===== config.mk =====
export PLATFORM = sky130hd
export DESIGN_NAME = adc_out_formatter
export DESIGN_NICKNAME = d
export VERILOG_FILES = /design/src/rtl/adc_fmt_pkg.sv /design/src/rtl/adc_fmt_encoder.sv /design/src/rtl/adc_fmt_lane_mux.sv /design/src/rtl/adc_out_formatter.sv
export SDC_FILE = /design/constraint.sdc
export NUM_CORES = 1
export LEC_CHECK = 0
export ABC_AREA = 1
export ABC_CLOCK_PERIOD_IN_PS = 1700
export BUFFER_PORTS_ARGS = -buffer_cell sky130_fd_sc_hd__clkbuf_2
export CAP_MARGIN = 20
export CELL_PAD_IN_SITES_DETAIL_PLACEMENT = 0
export CELL_PAD_IN_SITES_GLOBAL_PLACEMENT = 1
export CORE_MARGIN = 2
export CORE_UTILIZATION = 37
export CTS_CLUSTER_SIZE = 8
export DETAILED_ROUTE_END_ITERATION = 10
export GPL_TIMING_DRIVEN = 0
export PLACE_DENSITY = 0.81
export SLEW_MARGIN = 5
export SYNTH_ARGS = -nofsm -noshare
export SYNTH_HDL_FRONTEND = slang
export SYNTH_SLANG_ARGS = --single-unit

===== constraint.sdc =====
create_clock -name clk -period 1.7 [get_ports clk]
set_input_delay 0.255 -clock clk [delete_from_list [all_inputs] [get_ports clk]]
set_output_delay 0.255 -clock clk [all_outputs]
set_load 0.02 [all_outputs]

===== src/rtl/adc_fmt_pkg.sv =====
package adc_fmt_pkg;

  typedef enum logic {
    MODE_FULL = 1'b0,
    MODE_DDR  = 1'b1
  } out_mode_e;

  typedef struct packed {
    out_mode_e mode;
    logic      rand_en;
    logic      abp_en;
  } fmt_cfg_t;

  localparam fmt_cfg_t CFG_RESET = '{mode: MODE_FULL, rand_en: 1'b0, abp_en: 1'b0};

endpackage


===== src/rtl/adc_fmt_encoder.sv =====
module adc_fmt_encoder #(
  parameter int DATA_W = 14
) (
  input  logic [DATA_W-1:0] raw,
  input  logic              rand_on,
  input  logic              abp_on,
  output logic [DATA_W-1:0] enc
);

  logic [DATA_W-1:0] scr;

  // Stage 1: scramble with bit 0; stage 2: invert odd positions.
  for (genvar i = 0; i < DATA_W; i++) begin : g_bit
    if (i == 0) begin : g_lsb
      assign scr[i] = raw[i];
    end else begin : g_upper
      assign scr[i] = raw[i] ^ (rand_on & raw[0]);
    end
    if ((i % 2) == 1) begin : g_odd
      assign enc[i] = scr[i] ^ abp_on;
    end else begin : g_even
      assign enc[i] = scr[i];
    end
  end

endmodule


===== src/rtl/adc_fmt_lane_mux.sv =====
module adc_fmt_lane_mux #(
  parameter int DATA_W = 14
) (
  input  logic              clk_i,
  input  logic              ddr_on,
  input  logic [DATA_W-1:0] word,
  output logic [DATA_W-1:0] lines,
  output logic              fwd_clk
);

  localparam int LINES = DATA_W / 2;

  for (genvar k = 0; k < DATA_W; k++) begin : g_line
    if (k < LINES) begin : g_shared
      assign lines[k] = ddr_on ? (clk_i ? word[2*k] : word[2*k+1]) : word[k];
    end else begin : g_upper
      assign lines[k] = ddr_on ? 1'b0 : word[k];
    end
  end

  // Full-rate: centre-aligned; double-data-rate: edge-aligned.
  assign fwd_clk = ddr_on ? clk_i : ~clk_i;

endmodule


===== src/rtl/adc_out_formatter.sv =====
module adc_out_formatter
  import adc_fmt_pkg::*;
#(
  parameter int DATA_W = 14
) (
  input  logic              clk,
  input  logic              rst_n,
  input  logic              srst,
  input  logic              cfg_ddr,
  input  logic              cfg_rand,
  input  logic              cfg_abp,
  input  logic [DATA_W-1:0] smp_in,
  output logic [DATA_W-1:0] dout,
  output logic              dclk_out
);

  // Reset synchroniser: asserted asynchronously, released on clk.
  logic [1:0] rsync_q;
  logic       rst_sync_n;

  always_ff @(posedge clk or negedge rst_n) begin
    if (!rst_n) rsync_q <= 2'b00;
    else        rsync_q <= {rsync_q[0], 1'b1};
  end
  assign rst_sync_n = rsync_q[1];

  // Static configuration, loaded only under synchronous reset.
  fmt_cfg_t cfg_q, cfg_d;
  logic     cfg_en;

  always_comb begin
    cfg_en        = srst;
    cfg_d.mode    = cfg_ddr ? MODE_DDR : MODE_FULL;
    cfg_d.rand_en = cfg_rand;
    cfg_d.abp_en  = cfg_abp;
  end

  always_ff @(posedge clk or negedge rst_sync_n) begin
    if (!rst_sync_n)  cfg_q <= CFG_RESET;
    else if (cfg_en)  cfg_q <= cfg_d;
  end

  // Encode and register the sample.
  logic [DATA_W-1:0] enc, word_d, word_q;
  logic              ddr_on;

  adc_fmt_encoder #(.DATA_W(DATA_W)) u_enc (
    .raw     (smp_in),
    .rand_on (cfg_q.rand_en),
    .abp_on  (cfg_q.abp_en),
    .enc     (enc)
  );

  always_comb begin
    word_d = srst ? '0 : enc;
  end

  always_ff @(posedge clk or negedge rst_sync_n) begin
    if (!rst_sync_n) word_q <= '0;
    else             word_q <= word_d;
  end

  assign ddr_on = (cfg_q.mode == MODE_DDR);

  adc_fmt_lane_mux #(.DATA_W(DATA_W)) u_mux (
    .clk_i   (clk),
    .ddr_on  (ddr_on),
    .word    (word_q),
    .lines   (dout),
    .fwd_clk (dclk_out)
  );

endmodule


[Yosys cells after proc, flatten, opt, wreduce, memory -nomap -nowiden]
Cells that the tools add are included.
Storage, ports and cells
  register bits: 19
  latch bits: 0
  bits in writable memories: 0
  bits in read-only memories: 0
  output and inout bits: 15
  logic and storage cells: 51
  memories: 0
Cells by class
  $add $sub $neg: 0
  multipliers: 0
  divide/modulo/power cells: 0
  magnitude comparators: 0
  equality and inequality tests: 0
  shift operators: 0
  multiplexer cells: 24
  bitwise gates (word level): 22
  reductions and logical operators: 0
Operators with widths (number)
  two-way mux 1 bit: 23
  bitwise XOR 1 bit: 20
  two-way mux 14 bit: 1
  AND 1 bit: 1
  inverter 1 bit: 1

[Longest topological paths before layout]
Gate-level depths: netlist of run 1.
  depth after elaboration: 4
  depth in mapped cells: 6
  gate-level depth less buffers: 5

[By module]
A second synthesis of run 1 with hierarchy kept.
Unflattened totals
  cells, all modules: 187
  area, all modules: 1266.2 um2
By module, submodules not included
  adc_out_formatter: instances 1, cells an instance 60, area an instance 648.1 um2
  adc_fmt_encoder: instances 1, cells an instance 69, area an instance 325.3 um2
  adc_fmt_lane_mux: instances 1, cells an instance 58, area an instance 292.8 um2

==> results of run 1 <==
==> layout by cell type, fill, tap and decap left out <==
| cell | synthesis | routed |
|---|---|---|
| inv_2 | 1 | 2 |
| buf_8 | 0 | 9 |
| nand2_2 | 0 | 7 |
| nand2_1 | 48 | 38 |
| buf_6 | 2 | 6 |
| xor2_2 | 3 | 3 |
| a21oi_1 | 7 | 7 |
| clkinv_8 | 0 | 1 |
| nand3_4 | 0 | 1 |
| inv_1 | 17 | 18 |
| mux2_2 | 1 | 1 |
| nand3_2 | 0 | 2 |
| conb_1 | 1 | 1 |
| o21ai_1 | 0 | 1 |
| buf_4 | 1 | 5 |
| clkinvlp_2 | 0 | 1 |
| xnor2_2 | 0 | 1 |
| nand2_4 | 1 | 4 |
| nor2_1 | 11 | 10 |
| nor2_4 | 1 | 1 |
| dfrtp_1 | 19 | 19 |
| clkbuf_2 | 0 | 24 |
| o21ai_0 | 3 | 2 |
| buf_2 | 2 | 2 |
| clkbuf_4 | 0 | 7 |
| clkbuf_1 | 0 | 1 |
| inv_4 | 1 | 2 |
| nor2_2 | 3 | 4 |
| dlygate4sd3_1 | 0 | 1 |
| bufinv_8 | 0 | 1 |
| clkbuf_8 | 0 | 1 |
| xor2_1 | 3 | 3 |
| nand3_1 | 10 | 7 |
| o211ai_1 | 3 | 3 |
==> flip-flops by register name (all words and copies together), names as in the netlist <==
| name | count |
|---|---|
| rsync_q | 2 |
| word_q | 14 |
| cfg_q | 2 |
| ddr_on | 1 |
==> through the flow <==
| step | utilization | worst slack [ns] | power (mW) | hold WS (ns) |
|---|---|---|---|---|
| 3_3_place_gp | 0.4632 | 0.1469 | 1.005 | 0.04068 |
| 6_report | 0.5976 | -0.2576 | 2.063 | 0.06404 |
| 2_1_floorplan | - | 0.1945 | 0.8785 | -0.04059 |
| 4_1_cts | 0.5730 | -0.2770 | 1.911 | 0.06113 |
| 3_5_place_dp | 0.4632 | 0.1469 | 1.010 | 0.04148 |
| 5_1_grt | 0.5976 | -0.3004 | 2.185 | 0.06385 |
==> what timing repair did <==
action	4_1_cts	5_1_grt
hold buffers	1	0
gates resized for setup	35	31
cloned	0	0
pin swaps	5	4
hold endpoints to repair	2	0
buffers inserted	2	0
setup endpoints to repair	10	13
==> critical path, stage by stage <==
cell	delay, ns
buf_8	0.10
buf_8	0.12
nor2_4	0.16
buf_6	0.14
nand2_2	0.05
o211ai_1	0.10
buf_4	0.18
==> logic make-up (layout without fill, tap and decap cells) <==
logic type / count (synthesis) / after routing
and+or+nand+nor: 74 / 74
buffers and inverters: 24 / 81
DFF: 19 / 19
AOI/OAI and AO/OA: 13 / 13
xor gates and xnor gates: 7 / 7
other: 1 / 1
muxes: 1 / 1
==> power by group through the flow <==
stage	registers (mW)	logic [mW]	clock network, mW
after CTS	0.519	0.228	1.16
after global routing	0.528	0.262	1.39
after global placement	0.525	0.210	0.270
after detailed placement	0.525	0.215	0.270
final	0.524	0.235	1.30
after floorplan	0.518	0.153	0.208
==> metal layers <==
metal / GRT usage / vias to the layer above / routed length [um]
met5: 0 / - / 0
met2: 0.2549 / 63 / 1534
met1: 0.1621 / 482 / 1047
met4: 0.2724 / 0 / 119
li1: - / 533 / -
met3: 0.1228 / 15 / 166
==> area by class of cell <==
type	instances	area (um2)	area share
plain buffers	5	43.79	0.02658
clock buffers	24	257.7	0.1564
clock inverters	7	46.29	0.02809
inverters	18	80.08	0.04860
multi-input cells	96	556.8	0.3379
flip-flops and latches	19	475.5	0.2885
well taps	31	38.79	0.02354
repair buffers	27	148.9	0.09036
==> final timing paths <==
check	start	end	slack, ns	depth (start not counted)
worst max-delay path	clk	dout[6]	-0.26	7
worst min-delay path	cfg_ddr	ddr_on	0.06	3
worst max register to register	cfg_q[0]	word_q[5]	0.65	6
worst min register to register	rsync_q[1]	word_q[11]	0.27	0
max in group asynchronous	rsync_q[1]	word_q[3]	1.01	0
min in group asynchronous	rst_n	rsync_q[1]	0.16	2
==> key figures, run 1 <==
Place
  – Hpwl dp: 1.667 mm
  – I/O Buffers: 33
  – GPL Wtd Cong: 0.8839
  – Placed cells: 203
  – Post-DP Area: 1277 um2

Power and ir drop
  – Internal power: 1.315 mW
  – Pleak: 0.9299 nW
  – Clock Power Share: 0.632
  – Power per Cell Area: 1252 nW/um2
  – Sequential Power Share: 0.254
  – Psw: 748.2 uW
  – Peak supply drop: 1.344 mV
  – Sw Ratio: 0.3627
  – Comb power frac: 0.114

Die
  – Placement Rows: 19
  – Initial core utilization: 0.3893
  – Overall die area: 3348 um2
  – Vert. Die Dim: 57.87 um
  – Die W: 57.87 um
  – IO Pins: 35
  – Core area: 2758 um2

Synth
  – Top cells by area, synth: dfrtp_1 (44%), nand2_1 (17%), inv_1 (5.9%)
  – Top FF cell, synth: dfrtp_1
  – Synthesized-area fraction occupied by adder cells: 0
  – Yosys reg bits: 19
  – Share of Yosys cell area claimed by the top area cell type: 0.4429
  – Mux cell area share after synthesis: 0.01049
  – Synth top cells by count: nand2_1 (48), dfrtp_1 (19), inv_1 (17)
  – Syn Nets: 159
  – Yosys warnings: 0
  – Synth Area in Compound Gates: 0.06760
  – Biggest area consumer among synthesized cells: dfrtp_1
  – Seq/Total Area, Yosys: 0.4429
  – Synthesized area: 1074 um2
  – Cell with the most instances after synthesis: nand2_1
  – Post-Syn Area per Cell: 7.723 um2
  – Synthesized instance count: 139
  – Largest family of logic cells by synthesized area: simple AND/OR/NAND/NOR gates
  – EDFF count, synth: 0
  – XOR/XNOR Fraction of Synth Area: 0.07809
  – Simple-gate share of the synthesized area: 0.2914
  – Cell variety after synth: 21
  – FFs w/ async S/R, synth: 1.000

Timing
  – Setup WS post-layout: -0.2576 ns
  – Measured slew at the worst slew-check pin: 0.6543 ns
  – Final Hold Viols: 0
  – Final clock skew: 0.003106 ns
  – Setup Viol. Count Final: 9
  – Setup TNS: -1.382 ns
  – RSZ-0062 raised after global routing: yes
  – Rel. slew slack: 0.5638
  – Final Max Tran Viols: 0

Global route
  – GRT Util Overall: 0.1915
  – Vias in the first global route: 1239
  – Initial antenna violation count: 0
  – First-pass GRT wire length: 4.478 mm
  – Grt ovf: 0
  – Largest net degree at the start of global routing: 18

Routing
  – Total number of vias: 1093
  – Antenna viol nets, final: 0
  – DR DRC count: 0
  – 1st-iter DRT viols: 56
  – DR WL/cell: 12.63 um
  – Drt total wl: 2.867 mm
  – Router iterations before antenna repair: 7
  – Vias per Instance: 4.815

Clocking
  – Clock Pin Slew Worst Setup and Hold Paths: 0.09 ns
  – Clk_lat worst skew: 0.39 ns
  – TritonCTS clock tree: done

Flow run
  – Max Cap Viol: 0

Final layout
  – Nets@finish: 213
  – Share of layout cells above drive strength 1: 0.4337
  – Fill count: 236
  – Cell area after layout: 1648 um2
  – Layout area overhead: 53.50%
  – Finished Layout Cells: 227
  – Number of diodes: 0

Status
  – Failing checks: negative setup slack
  – Status: complete, but fails checks

Setup path
  – CP max FO: 4
  – Crit path arrival time: 1.70 ns
  – Critical path data required time: 1.44 ns
  – Critical Path End Type: primary output
  – Critical path class: clk -> out
  – Crit path launch type: clock port

Min path
  – Min-delay worst type: in -> reg
Note: power is estimated with default switching activity, not from simulation.
==> run 2: changes to the inputs <==
ABC_AREA = unset   (was 1)
CORE_UTILIZATION = 39   (was 37)
==> key figures, run 2 <==
Status
  – Status: complete, but fails checks
  – Failing checks: negative setup slack

Min path
  – Hold worst-path end: cfg_q[1]
  – Min-Delay Path Depth: 2 (-1)
  – Min-delay worst type: in -> reg
  – Hold_sp: cfg_rand

Routing
  – Vias per Instance: 4.629 (-3.9%)
  – Antenna viol nets, final: 0 (unchanged)
  – DR WL/cell: 12.65 um (+0.18%)
  – DR DRC count: 0 (unchanged)
  – 1st-iter DRT viols: 7 (-88%)
  – Total number of vias: 773 (-29%)
  – Drt total wl: 2.113 mm (-26%)
  – Router iterations before antenna repair: 4 (-3)

Setup path
  – CP most frequent cell: buf_8
  – R2r startpoint: cfg_q[1]
  – Critical path class: clk -> out
  – Critical R2R Capture: word_q[5]
  – Critical path data required time: 1.44 ns (about the same)
  – Critical Path End Type: primary output
  – CP max FO: 5 (+1)
  – Crit path launch type: clock port
  – Reg2Reg Depth: 3 (-3)
  – R2R setup slack: 0.35 ns (-0.30 ns)
  – Slowest stage delay, CP: 0.30 ns (+0.12 ns)
  – Crit path arrival time: 1.66 ns (-0.04 ns)
  – CP max stage cell: mux2_4
  – CP cell instances: clkbuf_16 -> buf_8 -> nand2b_4 -> mux2_4 -> buf_8

Final layout
  – Register area: 475.5 um2 (unchanged)
  – Number of diodes: 0 (unchanged)
  – Layout area overhead: 41.95%
  – Commonest non-fill, non-tap cell in the layout: clkbuf_2
  – Biggest regs: word_q x14, cfg_q x2, rsync_q x2
  – Multi-input logic area: 534.3 um2 (-4.0%)
  – Biggest register: word_q
  – Nets@finish: 157 (-26%)
  – Max reg flops: 14 (unchanged)
  – Share of layout cells above drive strength 1: 0.5036 (+0.06998)
  – Finished Layout Cells: 167 (-26%)
  – Fill count: 223 (-5.5%)
  – Most frequent cells in the layout: clkbuf_2 (25), nor2_1 (19), dfrtp_1 (19)

Die
  – Initial core utilization: 0.4059 (+0.01657)
  – Overall die area: 2950 um2 (-12%)
  – Placement Rows: 18 (-1)
  – Vert. Die Dim: 54.31 um (-6.1%)
  – IO Pins: 35 (unchanged)
  – Die W: 54.31 um (-6.1%)
  – Core area: 2432 um2 (-12%)

Synth
  – Top cells by area, synth: dfrtp_1 (48%), mux2_2 (13%), nor2b_1 (9.5%)
  – Top FF cell, synth: dfrtp_1
  – EDFF count, synth: 0 (unchanged)
  – Synth top cells by count: dfrtp_1 (19), nor2_1 (19), nor2b_1 (15)
  – Share of Yosys cell area claimed by the top area cell type: 0.4816 (+0.03873)
  – Yosys warnings: 0 (unchanged)
  – Syn Nets: 112 (-30%)
  – Seq/Total Area, Yosys: 0.4816 (+0.03873)
  – Synthesized area: 987.2 um2 (-8.0%)
  – Cell variety after synth: 14 (-33%)
  – Synthesized instance count: 92 (-34%)
  – FFs w/ async S/R, synth: 1.000 (unchanged)
  – Biggest area consumer among synthesized cells: dfrtp_1
  – Yosys reg bits: 19 (unchanged)
  – Post-Syn Area per Cell: 10.73 um2 (+39%)

Flow run
  – Max Cap Viol: 0 (unchanged)

Place
  – I/O Buffers: 34 (+3.0%)
  – Placed cells: 156 (-23%)
  – GPL Wtd Cong: 0.6900 (-22%)
  – Hpwl dp: 1.553 mm (-6.9%)

Global route
  – Vias in the first global route: 835 (-33%)
  – GRT Util Overall: 0.1717 (-0.01982)
  – First-pass GRT wire length: 3.222 mm (-28%)
  – Grt ovf: 0 (unchanged)
  – Initial antenna violation count: 0 (unchanged)
  – Largest net degree at the start of global routing: 18 (unchanged)

Clocking
  – Clock Pin Slew Worst Setup and Hold Paths: 0.10 ns (about the same)
  – Clk_lat worst skew: 0.41 ns (+0.02 ns)
  – TritonCTS clock tree: done

Power and ir drop
  – Pleak: 0.6957 nW (-25%)
  – Total power: 1.887 mW (-8.5%)
  – Peak supply drop: 1.339 mV (-0.40%)
  – Power per Cell Area: 1347 nW/um2 (+7.6%)

Timing
  – Setup WS post-layout: -0.2120 ns (+0.04562 ns)
  – Setup Viol. Count Final: 8 (-1)
  – Final Hold Viols: 0 (unchanged)
  – RSZ-0062 raised after global routing: yes
  – Measured slew at the worst slew-check pin: 0.6794 ns (+0.02513 ns)
  – Final Max Tran Viols: 0 (unchanged)
  – Final clock skew: 0.001361 ns (-0.001745 ns)
  – Rel. slew slack: 0.5471 (-0.01675)
  – Setup TNS: -1.064 ns (+0.3186 ns)
-- run 2: how the worst max path moves through the flow --
stage / start / end / cells after the start
final: clk / dout[0] / 5
after global routing: clk / dout[0] / 5
after CTS: clk / dout[0] / 5
after detailed placement: clk / dout[0] / 4
after global placement: clk / dout[0] / 4
after floorplan: clk / dout[0] / 3
-- run 2: critical path, delay by kind of cell --
kind	cells	cell delay (ns)
simple gates	1	0.13
buf+inv	3	0.38
mux	1	0.30
-- run 2: layout make-up --
type | instances | share of cell area
clock inverters | 1 | 0.003571
repair buffers | 27 | 0.1000
clock buffers | 18 | 0.1357
plain buffers | 4 | 0.01339
flip-flops and latches | 19 | 0.3393
well taps | 30 | 0.02679
multi-input cells | 68 | 0.3813
-- run 2: cells by family after synthesis --
group | Yosys count | share of synthesized area
compound gates | 6 | 0.03042
xor+xnor | 8 | 0.08999
buf+inv | 5 | 0.02281
flops | 19 | 0.4816
mux | 17 | 0.1863
other cells | 1 | 0.003799
simple gates | 36 | 0.1850
-- run 2: where the power goes --
part	internal, mW	switching (mW)	total [mW]
Combinational	0.0928	0.107	0.199
Clock	0.672	0.486	1.16
Sequential	0.494	0.0361	0.530
-- run 2: metrics by stage --
stage / area [um2] / worst slack, ns / util / hold slack [ns]
global placement: 1235 / -0.08871 / 0.5077 / 0.04204
CTS: 1379 / -0.2623 / 0.5669 / 0.05879
finish: 1401 / -0.2120 / 0.5761 / 0.06850
floorplan: 1027 / 0.01451 / - / -0.04059
global route: 1401 / -0.2358 / 0.5761 / 0.04983
detailed placement: 1235 / -0.08880 / 0.5077 / 0.04459
-- run 2: repair_timing --
action / CTS / global route
resized for setup: 13 / 15
hold endpoints to repair: 2 / 0
cloned: 0 / 0
setup endpoints to repair: 14 / 14
pin swaps: 3 / 2
hold buffers: 1 / 0
buffers inserted: 2 / 0
-- run 2: metal layers --
layer	wire (um)	GRT usage
met3	116	0.09836
met4	48	0.1917
met1	810	0.1661
met5	0	0
met2	1137	0.2390
==> run 3: changes to the inputs <==
CORE_ASPECT_RATIO = 1.5   (was unset)
PLACE_DENSITY = 0.79   (was 0.81)
==> key figures, run 3 (synthesis results as in run 2) <==
Clocking
  – TritonCTS clock tree: done
  – Clock Pin Slew Worst Setup and Hold Paths: 0.10 ns (about the same)
  – Clk_lat worst skew: 0.39 ns (-0.02 ns)

Final layout
  – Cell area after layout: 1395 um2 (-0.45%)
  – Biggest regs: word_q x14, cfg_q x2, rsync_q x2
  – Most frequent cells in the layout: clkbuf_2 (26), nor2_1 (19), dfrtp_1 (19)
  – Nets@finish: 158 (+0.64%)
  – Finished Layout Cells: 162 (-3.0%)
  – Share of layout cells above drive strength 1: 0.5072 (+0.003597)
  – Biggest register: word_q
  – Commonest non-fill, non-tap cell in the layout: clkbuf_2
  – Core Util, Final: 0.5759 (about the same)
  – Number of diodes: 0 (unchanged)
  – Layout area overhead: 41.32%
  – Max reg flops: 14 (unchanged)

Global route
  – First-pass GRT wire length: 3.008 mm (-6.6%)
  – Initial antenna violation count: 0 (unchanged)
  – Grt ovf: 0 (unchanged)
  – Vias in the first global route: 851 (+1.9%)
  – Largest net degree at the start of global routing: 18 (unchanged)
  – GRT Util Overall: 0.1406 (-0.03116)

Place
  – Post-DP Area: 1227 um2 (-0.61%)
  – Hpwl dp: 1.416 mm (-8.8%)
  – Placed cells: 150 (-3.8%)
  – GPL Wtd Cong: 0.7819 (+13%)
  – Dpl ws: -0.08950 ns (-0.0006970 ns)
  – I/O Buffers: 34 (unchanged)

Setup path
  – Slowest stage delay, CP: 0.30 ns (about the same)
  – Critical path class: clk -> out
  – Critical path data required time: 1.44 ns (about the same)
  – CP max stage cell: mux2_4
  – Critical Path End Type: primary output
  – CP most frequent cell: buf_8
  – Crit path launch type: clock port
  – CP cell instances: buf_8 -> buf_8 -> nand2b_4 -> mux2_4 -> buf_8
  – Crit path arrival time: 1.63 ns (-0.03 ns)
  – Critical path buffers and inverters: 3 (unchanged)
  – CP max FO: 4 (-1)
  – Cell family with most CP delay: buffers and inverters

Routing
  – Router iterations before antenna repair: 4 (unchanged)
  – DR DRC count: 0 (unchanged)
  – 1st-iter DRT viols: 9 (+2)
  – Drt total wl: 1.805 mm (-15%)
  – Antenna viol nets, final: 0 (unchanged)
  – Vias per Instance: 4.642 (+0.29%)
  – DR WL/cell: 11.14 um (-12%)
  – Total number of vias: 752 (-2.7%)

Die
  – Initial core utilization: 0.4075 (+0.001677)
  – Placement Rows: 22 (+4)
  – Vert. Die Dim: 65.62 um (+21%)
  – IO Pins: 35 (unchanged)
  – Die W: 45.08 um (-17%)
  – Overall die area: 2958 um2 (+0.29%)
  – Core area: 2422 um2 (-0.41%)

Timing
  – Fin Hold WS: 0.08207 ns (+0.01357 ns)
  – RSZ-0062 raised after global routing: yes
  – Final Hold Viols: 0 (unchanged)
  – Setup Viol. Count Final: 7 (-1)
  – Measured slew at the worst slew-check pin: 0.6450 ns (-0.03438 ns)
  – Setup TNS: -0.9155 ns (+0.1483 ns)
  – Final Max Tran Viols: 0 (unchanged)
  – Final clock skew: 0.005719 ns (+0.004358 ns)
  – Setup WS post-layout: -0.1825 ns (+0.02942 ns)
  – Rel. slew slack: 0.5700 (+0.02292)

Power and ir drop
  – Power per Cell Area: 1351 nW/um2 (+0.34%)
  – Pleak: 0.6852 nW (-1.5%)
  – Total power: 1.885 mW (-0.11%)
  – Peak supply drop: 0.9746 mV (-27%)

Min path
  – Min-delay worst type: in -> reg

Status
  – Status: complete, but fails checks
  – Failing checks: negative setup slack

Flow run
  – Max Cap Viol: 0 (unchanged)
## run 3: report_power, final
| part | internal [mW] | switching, mW |
|---|---|---|
| logic | 0.0955 | 0.105 |
| clock network | 0.693 | 0.462 |
| registers | 0.494 | 0.0356 |
## run 3: what timing repair did
item	4_1_cts	5_1_grt
gates cloned	0	0
hold buffers	1	0
buffers inserted	2	1
resized for setup	11	16
endpoints found under the setup margin	14	14
hold endpoints to repair	2	0
pin swaps	3	0
## run 3: path summary, 6_finish.rpt
kind / cells after the start / slack (ns) / from / endpoint
setup / recovery: 5 / -0.18 / clk / dout[0]
hold / removal: 2 / 0.08 / cfg_ddr / ddr_on
setup reg to reg: 3 / 0.35 / cfg_q[1] / word_q[7]
hold reg to reg: 0 / 0.26 / rsync_q[1] / cfg_q[1]
max in group asynchronous: 0 / 1.02 / rsync_q[1] / word_q[7]
min in group asynchronous: 2 / 0.17 / rst_n / rsync_q[0]
## run 3: per-layer routing
layer / GRT usage / up-vias / share of wire / routed length [um]
met5: 0 / - / 0 / 0
met4: 0.1029 / 0 / 0 / 0
met3: 0.07692 / 0 / 0.060 / 108
met2: 0.2179 / 27 / 0.55 / 995
met1: 0.1342 / 338 / 0.39 / 701
li1: - / 387 / - / -
## run 3: area by class of cell
cell class	count	area [um2]
multi-input cells	68	534.3
repair buffers	28	147.6
clock buffers	19	188.9
fillers	234	1027
plain buffers	4	18.77
well taps	24	30.03
flip-flops and latches	19	475.5
